[src/rtl/rts_pkg.sv]
package rts_pkg;
  localparam int NUM_THR = 4;
  localparam int IDX_W   = $clog2(NUM_THR);

  typedef enum logic [1:0] {
    POL_FPP = 2'd0,
    POL_EDF = 2'd1,
    POL_LLF = 2'd2,
    POL_GP  = 2'd3
  } policy_e;

  // Strobes from the selector to the counters
  typedef struct packed {
    logic             issue;
    logic [IDX_W-1:0] idx;
    logic             countUse;
  } sched_strobe_t;
endpackage

[src/rtl/rts_datapath.sv]
module rts_datapath
  import rts_pkg::*;
#(
  parameter int TIME_W = 16,
  parameter int PCT_W  = 7,
  parameter int INTV_W = 12,
  localparam int LAX_W  = TIME_W + 2,
  localparam int SUM_W  = PCT_W + IDX_W,
  localparam int PROD_W = INTV_W + PCT_W
) (
  input  logic                        clk,
  input  logic                        rstN,
  input  sched_strobe_t               strobe,
  input  logic [NUM_THR-1:0]          execLoad,
  input  logic [NUM_THR*TIME_W-1:0]   execFlat,
  input  logic [NUM_THR*TIME_W-1:0]   deadlineFlat,
  input  logic [NUM_THR*PCT_W-1:0]    pctFlat,
  input  logic [INTV_W-1:0]           intervalLen,
  output logic [NUM_THR*LAX_W-1:0]    laxFlat,
  output logic [NUM_THR-1:0]          underQuota,
  output logic                        quotaErr
);

  logic [TIME_W-1:0] timeNow;
  logic [INTV_W-1:0] intvCnt;
  logic              intvWrap;
  logic [PCT_W-1:0]  effPct [NUM_THR];
  logic [INTV_W-1:0] quotaCyc [NUM_THR];

  always_ff @(posedge clk or negedge rstN) begin
    if (!rstN) timeNow <= '0;
    else       timeNow <= timeNow + 1'b1;
  end

  assign intvWrap = (intervalLen <= INTV_W'(1)) || (intvCnt >= intervalLen - 1'b1);

  always_ff @(posedge clk or negedge rstN) begin
    if (!rstN)         intvCnt <= '0;
    else if (intvWrap) intvCnt <= '0;
    else               intvCnt <= intvCnt + 1'b1;
  end

  // Shares granted in index order out of a budget of 100
  always_comb begin
    logic [SUM_W-1:0] budget;
    logic [SUM_W-1:0] pctSum;
    budget = SUM_W'(100);
    pctSum = '0;
    for (int i = 0; i < NUM_THR; i++) begin
      logic [PCT_W-1:0] req;
      req    = pctFlat[i*PCT_W +: PCT_W];
      pctSum = pctSum + SUM_W'(req);
      if (SUM_W'(req) > budget) effPct[i] = budget[PCT_W-1:0];
      else                      effPct[i] = req;
      budget = budget - SUM_W'(effPct[i]);
      quotaCyc[i] = INTV_W'((PROD_W'(intervalLen) * PROD_W'(effPct[i])) / PROD_W'(100));
    end
    quotaErr = pctSum > SUM_W'(100);
  end

  for (genvar g = 0; g < NUM_THR; g++) begin : g_thr
    logic [TIME_W-1:0] remCnt;
    logic [INTV_W-1:0] usedCnt;
    logic              hit;

    assign hit = strobe.issue && (strobe.idx == IDX_W'(g));

    always_ff @(posedge clk or negedge rstN) begin
      if (!rstN)                    remCnt <= '0;
      else if (execLoad[g])         remCnt <= execFlat[g*TIME_W +: TIME_W];
      else if (hit && remCnt != '0) remCnt <= remCnt - 1'b1;
    end

    always_ff @(posedge clk or negedge rstN) begin
      if (!rstN)                         usedCnt <= '0;
      else if (intvWrap)                 usedCnt <= '0;
      else if (hit && strobe.countUse)   usedCnt <= usedCnt + 1'b1;
    end

    assign underQuota[g] = usedCnt < quotaCyc[g];
    assign laxFlat[g*LAX_W +: LAX_W] = LAX_W'(deadlineFlat[g*TIME_W +: TIME_W])
                                     - LAX_W'(timeNow) - LAX_W'(remCnt);


    rem_nogrow_chk: assert property (@(posedge clk) disable iff (!rstN)
      !$past(execLoad[g]) |-> remCnt <= $past(remCnt));

    used_bound_chk: assert property (@(posedge clk) disable iff (!rstN)
      usedCnt <= intvCnt);

    used_clear_chk: assert property (@(posedge clk) disable iff (!rstN)
      $past(intvWrap) |-> usedCnt == '0);
  end

endmodule

[src/rtl/rts_control.sv]
module rts_control
  import rts_pkg::*;
#(
  parameter int PRIO_W = 4,
  parameter int TIME_W = 16,
  localparam int LAX_W = TIME_W + 2
) (
  input  logic                       clk,
  input  logic                       rstN,
  input  policy_e                    policy,
  input  logic [NUM_THR-1:0]         readyMask,
  input  logic [NUM_THR*PRIO_W-1:0]  prioFlat,
  input  logic [NUM_THR*TIME_W-1:0]  deadlineFlat,
  input  logic [NUM_THR*LAX_W-1:0]   laxFlat,
  input  logic [NUM_THR-1:0]         underQuota,
  output sched_strobe_t              strobe,
  output logic [NUM_THR-1:0]         grantOneHot
);

  logic [PRIO_W-1:0] prio [NUM_THR];
  logic [TIME_W-1:0] dl   [NUM_THR];
  logic [LAX_W-1:0]  lax  [NUM_THR];
  logic [NUM_THR-1:0] candMask;
  logic               found;
  logic [IDX_W-1:0]   best;

  for (genvar g = 0; g < NUM_THR; g++) begin : g_unpack
    assign prio[g] = prioFlat[g*PRIO_W +: PRIO_W];
    assign dl[g]   = deadlineFlat[g*TIME_W +: TIME_W];
    assign lax[g]  = laxFlat[g*LAX_W +: LAX_W];
  end

  always_comb begin
    candMask = readyMask;
    if (policy == POL_GP && |(readyMask & underQuota))
      candMask = readyMask & underQuota;
    found = 1'b0;
    best  = '0;
    for (int i = 0; i < NUM_THR; i++) begin
      if (candMask[i]) begin
        if (!found) begin
          found = 1'b1;
          best  = IDX_W'(i);
        end else begin
          unique case (policy)
            POL_FPP: if (prio[i] > prio[best]) best = IDX_W'(i);
            POL_EDF: if (dl[i] < dl[best]) best = IDX_W'(i);
            POL_LLF: if ($signed(lax[i]) < $signed(lax[best])) best = IDX_W'(i);
            default: ;
          endcase
        end
      end
    end
  end

  assign strobe.issue    = found;
  assign strobe.idx      = best;
  assign strobe.countUse = found && (policy == POL_GP);
  assign grantOneHot     = found ? (NUM_THR'(1) << best) : '0;


  grant_ready_chk: assert property (@(posedge clk) disable iff (!rstN)
    (grantOneHot & ~readyMask) == '0);

  valid_idle_chk: assert property (@(posedge clk) disable iff (!rstN)
    strobe.issue == (|readyMask));

  grant_onehot_chk: assert property (@(posedge clk) disable iff (!rstN)
    $onehot0(grantOneHot) && (strobe.issue == (|grantOneHot)));

endmodule

[src/rtl/rt_thread_sched.sv]
module rt_thread_sched
  import rts_pkg::*;
#(
  parameter int PRIO_W = 4,
  parameter int TIME_W = 16,
  parameter int PCT_W  = 7,
  parameter int INTV_W = 12,
  localparam int LAX_W = TIME_W + 2
) (
  input  logic                       clk,
  input  logic                       rstN,
  input  logic [1:0]                 policySel,
  input  logic [NUM_THR-1:0]         readyMask,
  input  logic [NUM_THR*PRIO_W-1:0]  prioFlat,
  input  logic [NUM_THR*TIME_W-1:0]  deadlineFlat,
  input  logic [NUM_THR-1:0]         execLoad,
  input  logic [NUM_THR*TIME_W-1:0]  execFlat,
  input  logic [NUM_THR*PCT_W-1:0]   pctFlat,
  input  logic [INTV_W-1:0]          intervalLen,
  output logic [NUM_THR-1:0]         grantOneHot,
  output logic [IDX_W-1:0]           grantIdx,
  output logic                       grantValid,
  output logic                       quotaErr
);

  sched_strobe_t              strobe;
  logic [NUM_THR*LAX_W-1:0]   laxFlat;
  logic [NUM_THR-1:0]         underQuota;

  rts_control #(.PRIO_W(PRIO_W), .TIME_W(TIME_W)) u_ctrl (
    .clk          (clk),
    .rstN         (rstN),
    .policy       (policy_e'(policySel)),
    .readyMask    (readyMask),
    .prioFlat     (prioFlat),
    .deadlineFlat (deadlineFlat),
    .laxFlat      (laxFlat),
    .underQuota   (underQuota),
    .strobe       (strobe),
    .grantOneHot  (grantOneHot)
  );

  rts_datapath #(.TIME_W(TIME_W), .PCT_W(PCT_W), .INTV_W(INTV_W)) u_dp (
    .clk          (clk),
    .rstN         (rstN),
    .strobe       (strobe),
    .execLoad     (execLoad),
    .execFlat     (execFlat),
    .deadlineFlat (deadlineFlat),
    .pctFlat      (pctFlat),
    .intervalLen  (intervalLen),
    .laxFlat      (laxFlat),
    .underQuota   (underQuota),
    .quotaErr     (quotaErr)
  );

  assign grantIdx   = strobe.idx;
  assign grantValid = strobe.issue;

endmodule

[config.mk]
export PLATFORM = sky130hd
export DESIGN_NAME = rt_thread_sched
export DESIGN_NICKNAME = d
export VERILOG_FILES = /design/src/rtl/rts_pkg.sv /design/src/rtl/rts_datapath.sv /design/src/rtl/rts_control.sv /design/src/rtl/rt_thread_sched.sv
export SDC_FILE = /design/constraint.sdc
export NUM_CORES = 2
export LEC_CHECK = 0
export ABC_AREA = 1
export BUFFER_PORTS_ARGS = -buffer_cell sky130_fd_sc_hd__buf_4
export CORE_MARGIN = 3
export CORE_UTILIZATION = 40
export DETAILED_ROUTE_END_ITERATION = 8
export GPL_TIMING_DRIVEN = 0
export SETUP_SLACK_MARGIN = 0.15
export SLEW_MARGIN = 40
export SYNTH_ARGS = -nofsm -noshare
export SYNTH_HDL_FRONTEND = slang
export SYNTH_SLANG_ARGS = --single-unit
[constraint.sdc]
create_clock -name clk -period 55.9 [get_ports clk]
set_clock_uncertainty 0.05 [all_clocks]
set_input_delay 5.59 -clock clk [delete_from_list [all_inputs] [get_ports clk]]
set_output_delay 5.59 -clock clk [all_outputs]
set_load 0.01 [all_outputs]
Word level (Yosys, flattened, before mapping)
Index checks and enable logic that the tools add are counted.

storage, ports and cells
  flip-flop bits (word level) = 140
  input port bits = 196
  output and inout bits = 8
  logic and storage cells = 168

operators by class
  $add $sub $neg = 25
  multipliers = 4
  divide/modulo/power cells = 4
  $lt $le $gt $ge = 22
  eq/ne operators = 6
  shifts and indexed selects = 1
  multiplexer cells = 63
  bitwise logic cells = 3
  reduce and logical (&&, ||, !) cells = 30

operator list
  operator                                                               number
  16-bit 2-to-1 mux                                                      12
  12-bit 2-to-1 mux                                                      9
  19-bit by 7-bit divider with 19-bit output (second input constant)     4
  12-bit by 7-bit multiplier with 19-bit output                          4
  18-bit binary-select mux with 2-bit select                             2
  18-bit 2-to-1 mux                                                      4
  18-bit by 16-bit subtractor with 18-bit output                         4
  16-bit by 16-bit subtractor with 17-bit output                         4
  16-bit binary-select mux with 2-bit select                             2
  16-bit nonzero test                                                    4
  16-bit by 1-bit subtractor with 16-bit output (second input constant)  4
  12-bit by 1-bit adder with 12-bit output (second input constant)       5
  18-bit less-than comparator                                            3
  12-bit less-than comparator                                            4
  16-bit less-than comparator                                            3
  7-bit 2-to-1 mux                                                       4
  7-bit by 9-bit > comparator with 1-bit output                          3
  2-bit 2-to-1 mux                                                       12
  4-bit 2-to-1 mux                                                       6
  9-bit by 7-bit adder with 9-bit output                                 2
  2-bit case mux with 3 select lines                                     3
  9-bit by 7-bit subtractor with 9-bit output                            2
  16-bit by 1-bit adder with 16-bit output (second input constant)       1
  4-bit binary-select mux with 2-bit select                              2
  other kinds (20)                                                       55

Depth between registers and ports, before layout
  word-level depth = 44
  depth in mapped cells = 196
  gate-level depth less buffers = 188

Modules after synthesis
Synthesis repeated with hierarchy kept, for this count alone.

unflattened totals
  cells, all modules = 5,801
  area total of the unflattened synthesis = 37,845.0 µm²

by module, submodules not included
  module        instances  cells each  area each (µm²)  seq. area each (µm²)
  rts_datapath  1          5,078       33,633.5         3,503.4
  rts_control   1          723         4,211.5          0.0

Worst setup path before layout
Ideal clock, no wire load.

  path kind = input port to output port
  start = input pctFlat[0]
  end = output grantOneHot[0]
  arrival time = 27.794 ns
  data required time = 50.260 ns
  slack = 22.466 ns
  stages on the path = 171
  buffers on the path = 6
  cell sequence = inv_1 -> a21oi_1 -> inv_1 -> nand2_1 -> nand2_1 -> inv_1 -> nor2_1 -> inv_1 -> ha_1 -> nor2_1 -> inv_1 -> o21ai_0 -> nand2_1 -> ha_1 -> a21oi_1 -> o221ai_1 -> a311o_1 -> nand2_1 -> [135 not listed] -> o211ai_1 -> o21ai_0 -> ha_1 -> a21oi_1 -> o21ai_0 -> a21oi_1 -> or2_2 -> a31oi_1 -> a211oi_1 -> nand2_1 -> nand2_2 -> nand3_1 -> a21boi_1 -> nand3_2 -> nand2_4 -> inv_4 -> nor2_4 -> buf_6

on the way
  word-level cells in the longest chain between the ends = 41
  elaborated cells between the ends (all ways) = 73
  classes of those cells = add/sub: 3; mul: 4; div: 4; order compare: 14; shift: 1; mux: 42; bitwise: 3; reduce/logical: 2

ends and longest elaborated chain
  element                                                    RTL line                                                 RTL
  start, declared                                            rt_thread_sched.sv:18                                    input logic [NUM_THR*PCT_W-1:0] pctFlat,
  7-bit > comparator                                         rts_datapath.sv:53                                       if (SUM_W'(req) > budget) effPct[i] = budget[PCT_W-1:0];
  7-bit 2-to-1 mux (*)                                       rts_datapath.sv:53
  7-bit by 7-bit subtractor with 8-bit output                rts_datapath.sv:55                                       budget = budget - SUM_W'(effPct[i]);
  7-bit by 9-bit > comparator with 1-bit output              rts_datapath.sv:53
  7-bit 2-to-1 mux                                           rts_datapath.sv:53
  9-bit by 7-bit subtractor with 9-bit output                rts_datapath.sv:55
  7-bit by 9-bit > comparator with 1-bit output              rts_datapath.sv:53
  7-bit 2-to-1 mux                                           rts_datapath.sv:53
  [26 not listed]                                            -
  18-bit less-than comparator, or another cell as far along  rts_control.sv:48                                        POL_LLF: if ($signed(lax[i]) < $signed(lax[best])) best = IDX_W'(i);
  2-bit 2-to-1 mux, on equally long branches                 rts_control.sv:48, rts_control.sv:46, rts_control.sv:47
  2-bit case mux with 3 select lines                         rts_control.sv:45                                        unique case (policy)
  2-bit 2-to-1 mux                                           rts_control.sv:41                                        if (!found) begin
  2-bit 2-to-1 mux (*)                                       rts_control.sv:40                                        if (candMask[i]) begin
  via grantIdx[1]                                            rt_thread_sched.sv:21                                    output logic [IDX_W-1:0] grantIdx,
  1-bit by 2-bit << shifter with 4-bit output (*)            rts_control.sv:59                                        assign grantOneHot = found ? (NUM_THR'(1) << best) : '0;
  4-bit 2-to-1 mux (*)                                       rts_control.sv:59
  end, declared                                              rt_thread_sched.sv:20                                    output logic [NUM_THR-1:0] grantOneHot,

Mark *: on every way through the listed nets, which the timed path passes. The rest lies on a longest branch. The select of a mux whose other input is x is not followed.

Worst setup path in the final report
  start = input pctFlat[1]
  end = output grantOneHot[0]

on the way
  word-level cells in the longest chain between the ends = 41
  elaborated cells between the ends (all ways) = 73
  classes of those cells = add/sub: 3; mul: 4; div: 4; order compare: 14; shift: 1; mux: 42; bitwise: 3; reduce/logical: 2

ends and longest elaborated chain
  element                                                                              RTL line
  7-bit > comparator                                                                   rts_datapath.sv:53
  7-bit 2-to-1 mux (*)                                                                 rts_datapath.sv:53
  7-bit by 7-bit subtractor with 8-bit output                                          rts_datapath.sv:55
  7-bit by 9-bit > comparator with 1-bit output                                        rts_datapath.sv:53
  7-bit 2-to-1 mux                                                                     rts_datapath.sv:53
  9-bit by 7-bit subtractor with 9-bit output                                          rts_datapath.sv:55
  7-bit by 9-bit > comparator with 1-bit output                                        rts_datapath.sv:53
  7-bit 2-to-1 mux                                                                     rts_datapath.sv:53
  [24 not listed]                                                                      -
  18-bit 2-to-1 mux (not written as such), or another cell as far along (2 in series)  rts_control.sv:48
  18-bit less-than comparator, or another cell as far along                            rts_control.sv:48
  2-bit 2-to-1 mux, on equally long branches                                           rts_control.sv:48, rts_control.sv:46, rts_control.sv:47
  2-bit case mux with 3 select lines                                                   rts_control.sv:45
  2-bit 2-to-1 mux                                                                     rts_control.sv:41
  2-bit 2-to-1 mux                                                                     rts_control.sv:40
  1-bit by 2-bit << shifter with 4-bit output                                          rts_control.sv:59
  4-bit 2-to-1 mux (*)                                                                 rts_control.sv:59

Every way passes the cells marked *; elsewhere a longest branch is shown, timed or not. The select of a mux whose other input is x is not followed.

==> metrics <==
result of the run=finished clean; initial core utilization=0.405; arrival time of the worst setup path=34.13 ns; hold violation total from the final report=0; slowest library cell on the worst path=sky130_fd_sc_hd__o21ai_0; sum of net half-perimeters after detailed placement=102000 um; count of vias placed by the detailed router=39283; total of buffers placed on input and output ports=197; Max Slew Vio Count=0; most used cell, CP=sky130_fd_sc_hd__nand2_1; beginning of the worst hold path=u_dp.timeNow[14]; portion of the post-synthesis area used by sequential elements=0.0873; amount of wire on met2 after detailed routing=56000 um; core box area=99000 um2; post-synthesis instance area=40100 um2; maximum single-stage delay on the critical path=0.75 ns; largest fanout on the critical path=10; Worst Setup Path Type=input pin to primary output; startpoint of the worst-slack reg-to-reg timing path=u_dp.timeNow[0]; total wirelength of the detailed-routed design=120000 um; Cell Rows=115; Syn Nets=7062; Unique masters post-synth=69; worst-margin pin slew=0.862 ns; Clk Tree Root Cell=sky130_fd_sc_hd__clkbuf_16; CTS Buf Count=17; cell type group with the largest total delay on the critical path=simple AND/OR/NAND/NOR gates; global route overflow=0; clk buf depth=2; Highest Signal Layer=met5; number of enable-type register cells in the synthesized netlist=0; number of top-level pins=204; number of synthesized register bits=140; layout cell share with drive strength beyond 1=0.127; required time at the endpoint of the critical path=50.26 ns; element type at the critical path start=input pin; Clock Sink Count=140; worst slew margin relative to its limit=0.419; Avg Synthesized Cell Area=6.52 um2; first drt pass iteration count=5; remaining antenna violation count after routing=0; antenna violations before repair=9; vias in the first global route=37319; share of the clock period used by the worst path after layout=0.712; RSZ-0062 raised after global routing=false; Routability Congestion=0.962; achievable frequency=25.1 MHz; floorplan die area=104000 um2; CTS tree=yes; horizontal die dimension=323 um; number of failing setup endpoints in the final timing report=0; first-pass GRT wire length=193000 um; clock latency of the later-clocked register in the worst-skew pair=0.48 ns; average via count per standard cell=5.12; met3 WL=6380 um; YS warnings=0; max-capacitance violation count=0; buffer and inverter count on the worst path=23; total number of nets in the final design=7280; detailed-routing wirelength on met1=54000 um; launching element of the worst setup path=pctFlat[1]; worst slack after detailed placement=16.50 ns; pin count of the biggest net entering global routing=64; summed negative setup slack over all endpoints=0 ns; DRC errors left=0; count of fill cells added during filler insertion=10505; class of the most critical hold timing path=flip-flop to flip-flop; vertical die dimension=323 um; P&R area growth vs syn=9.40%; worst-case setup margin in the final layout=16.13 ns; Primary FF master, synth=sky130_fd_sc_hd__dfrtp_1; post-cts sizing count=0; average routed wire per standard cell=15.7 um; proportion of register bits with asynchronous set or reset after synthesis=1.00; detailed router's first-iteration violation count=2510; buffer count from post-CTS setup fixing=0; instance count of the mapped netlist=6154; Post-CTS Hold Buffers=0; capturing element type of the critical path=primary output; clock-pin slew of the registers on the worst-case setup and hold paths=0.06 ns; H-tree depth=4; Min Clock Period, post-route=39.77 ns; Total GRT Usage=0.230
## flip-flops by register name, indices dropped and copies added (netlist names)
register            count
u_dp.g_thr.usedCnt     48
u_dp.g_thr.remCnt      64
u_dp.timeNow           16
u_dp.intvCnt           12
## layer usage
metal,vias to the layer above,global-route usage
met5,-,0
met4,14,0.0671
met3,163,0.0316
met2,898,0.396
met1,18053,0.298
li1,20155,-
## synthesized netlist by cell type, types with 9 or more instances
library cell               count  area, um2
sky130_fd_sc_hd__nand2_2     231       1450
sky130_fd_sc_hd__ha_1        497       6220
sky130_fd_sc_hd__a31o_2       14        123
sky130_fd_sc_hd__nand2_1    1522       5710
sky130_fd_sc_hd__fa_1        215       4300
sky130_fd_sc_hd__a31oi_1      20        125
sky130_fd_sc_hd__clkbuf_8     14        193
sky130_fd_sc_hd__o21bai_1     49        368
sky130_fd_sc_hd__o21ai_0     218       1090
sky130_fd_sc_hd__o21a_1        9       67.6
sky130_fd_sc_hd__a21oi_1     320       1600
sky130_fd_sc_hd__nor4_1       14       87.6
sky130_fd_sc_hd__o21ai_2      20        175
sky130_fd_sc_hd__nor2_2       21        131
sky130_fd_sc_hd__a211oi_1     16        120
sky130_fd_sc_hd__nand4_1     119        744
sky130_fd_sc_hd__nor2_4       22        248
sky130_fd_sc_hd__inv_1      1025       3850
sky130_fd_sc_hd__inv_2        48        180
sky130_fd_sc_hd__nand3_2      74        741
sky130_fd_sc_hd__nand2_4      56        631
sky130_fd_sc_hd__nand4_2       9        113
sky130_fd_sc_hd__clkbuf_1     67        251
sky130_fd_sc_hd__and2_1       11       68.8
sky130_fd_sc_hd__dfrtp_1     140       3500
sky130_fd_sc_hd__nand3_1     317       1590
sky130_fd_sc_hd__nor3_1       57        285
sky130_fd_sc_hd__nor2_1      475       1780
sky130_fd_sc_hd__nand3b_1     16        120
sky130_fd_sc_hd__xor2_1      203       1780
sky130_fd_sc_hd__or2_2        10       62.6
sky130_fd_sc_hd__o21ai_1      94        470
sky130_fd_sc_hd__xnor2_1      52        455
sky130_fd_sc_hd__o31ai_1      19        143
sky130_fd_sc_hd__clkinv_1     33        124
sky130_fd_sc_hd__o211ai_1     27        203
## worst register-to-register path, delay by kind of cell (launching register included)
| family | cells | cell delay (ns) |
|---|---|---|
| AOI/OAI and AO/OA | 20 | 3.76 |
| xor gates and xnor gates | 2 | 0.41 |
| adders and majority gates | 6 | 2.08 |
| buffers and inverters | 13 | 2.45 |
| DFF | 1 | 0.57 |
| and+or+nand+nor | 30 | 3.89 |
## final cells by class
| class | count | area [um2] | share of cell area |
|---|---|---|---|
| Timing Repair Buffer | 199 | 1540 | 0.0351 |
| Multi-Input combinational cell | 4804 | 31800 | 0.725 |
| Antenna cell | 2 | 5.00 | 0.000114 |
| Buffer | 100 | 647 | 0.0147 |
| Clock buffer | 21 | 470 | 0.0107 |
| Clock inverter | 10 | 115 | 0.00262 |
| Tap cell | 1287 | 1610 | 0.0367 |
| Inverter | 1110 | 4180 | 0.0952 |
| Sequential cell | 140 | 3500 | 0.0798 |
## per-stage QoR
stage | hold WS (ns) | util | area [um2] | std cells
after floorplan | 0.392 | - | 40100 | 6154
after global placement | 0.409 | 0.437 | 43200 | 7638
after detailed placement | 0.411 | 0.438 | 43300 | 7640
after CTS | 0.425 | 0.443 | 43900 | 7671
after global routing | 0.442 | 0.444 | 43900 | 7672
final | 0.418 | 0.444 | 43900 | 7673
## placed cells by master, fill, tap and decap left out, drive strengths merged, types with 3 or more instances in the layout
master	netlist	final
a31oi	20	20
nor2	518	518
xor2	206	206
nor4	14	14
and3	4	4
a21o	9	9
or2	11	11
a21boi	5	5
o22ai	4	4
o21a	9	9
nand2	1812	1812
ha	497	497
fa	215	215
nor3b	6	6
a2111oi	8	8
clkbuf	81	102
inv	1077	1078
xnor2	52	52
nand4	129	129
nand3b	16	16
a31o	14	14
clkinv	33	37
and2	11	11
clkinvlp	0	3
a211oi	16	16
nand3	399	399
o211ai	29	29
o21ai	333	333
dfrtp	140	140
nor3	57	57
a21oi	328	328
o31ai	19	19
o221ai	4	4
buf	19	218
o21bai	50	50
## path summary, 6_finish.rpt
check	endpoint	slack, ns	depth (start not counted)
setup / recovery	grantOneHot[0]	16.13	166
hold / removal	u_dp.timeNow[14]	0.42	1
setup reg to reg	u_dp.g_thr[0].usedCnt[5]	42.59	71
hold reg to reg	u_dp.timeNow[14]	0.42	1
max in group asynchronous	u_dp.g_thr[0].usedCnt[10]	49.89	3
min in group asynchronous	u_dp.g_thr[1].remCnt[14]	4.91	1
## logic make-up after synthesis
logic type	synth area share
compound gates	0.123
xor+xnor	0.0569
fa+ha+maj	0.262
buf+inv	0.120
flops	0.0873
simple gates	0.351
Power is not shown: default switching activity piles up to over one toggle a cycle in this logic, so the estimate is an artifact.
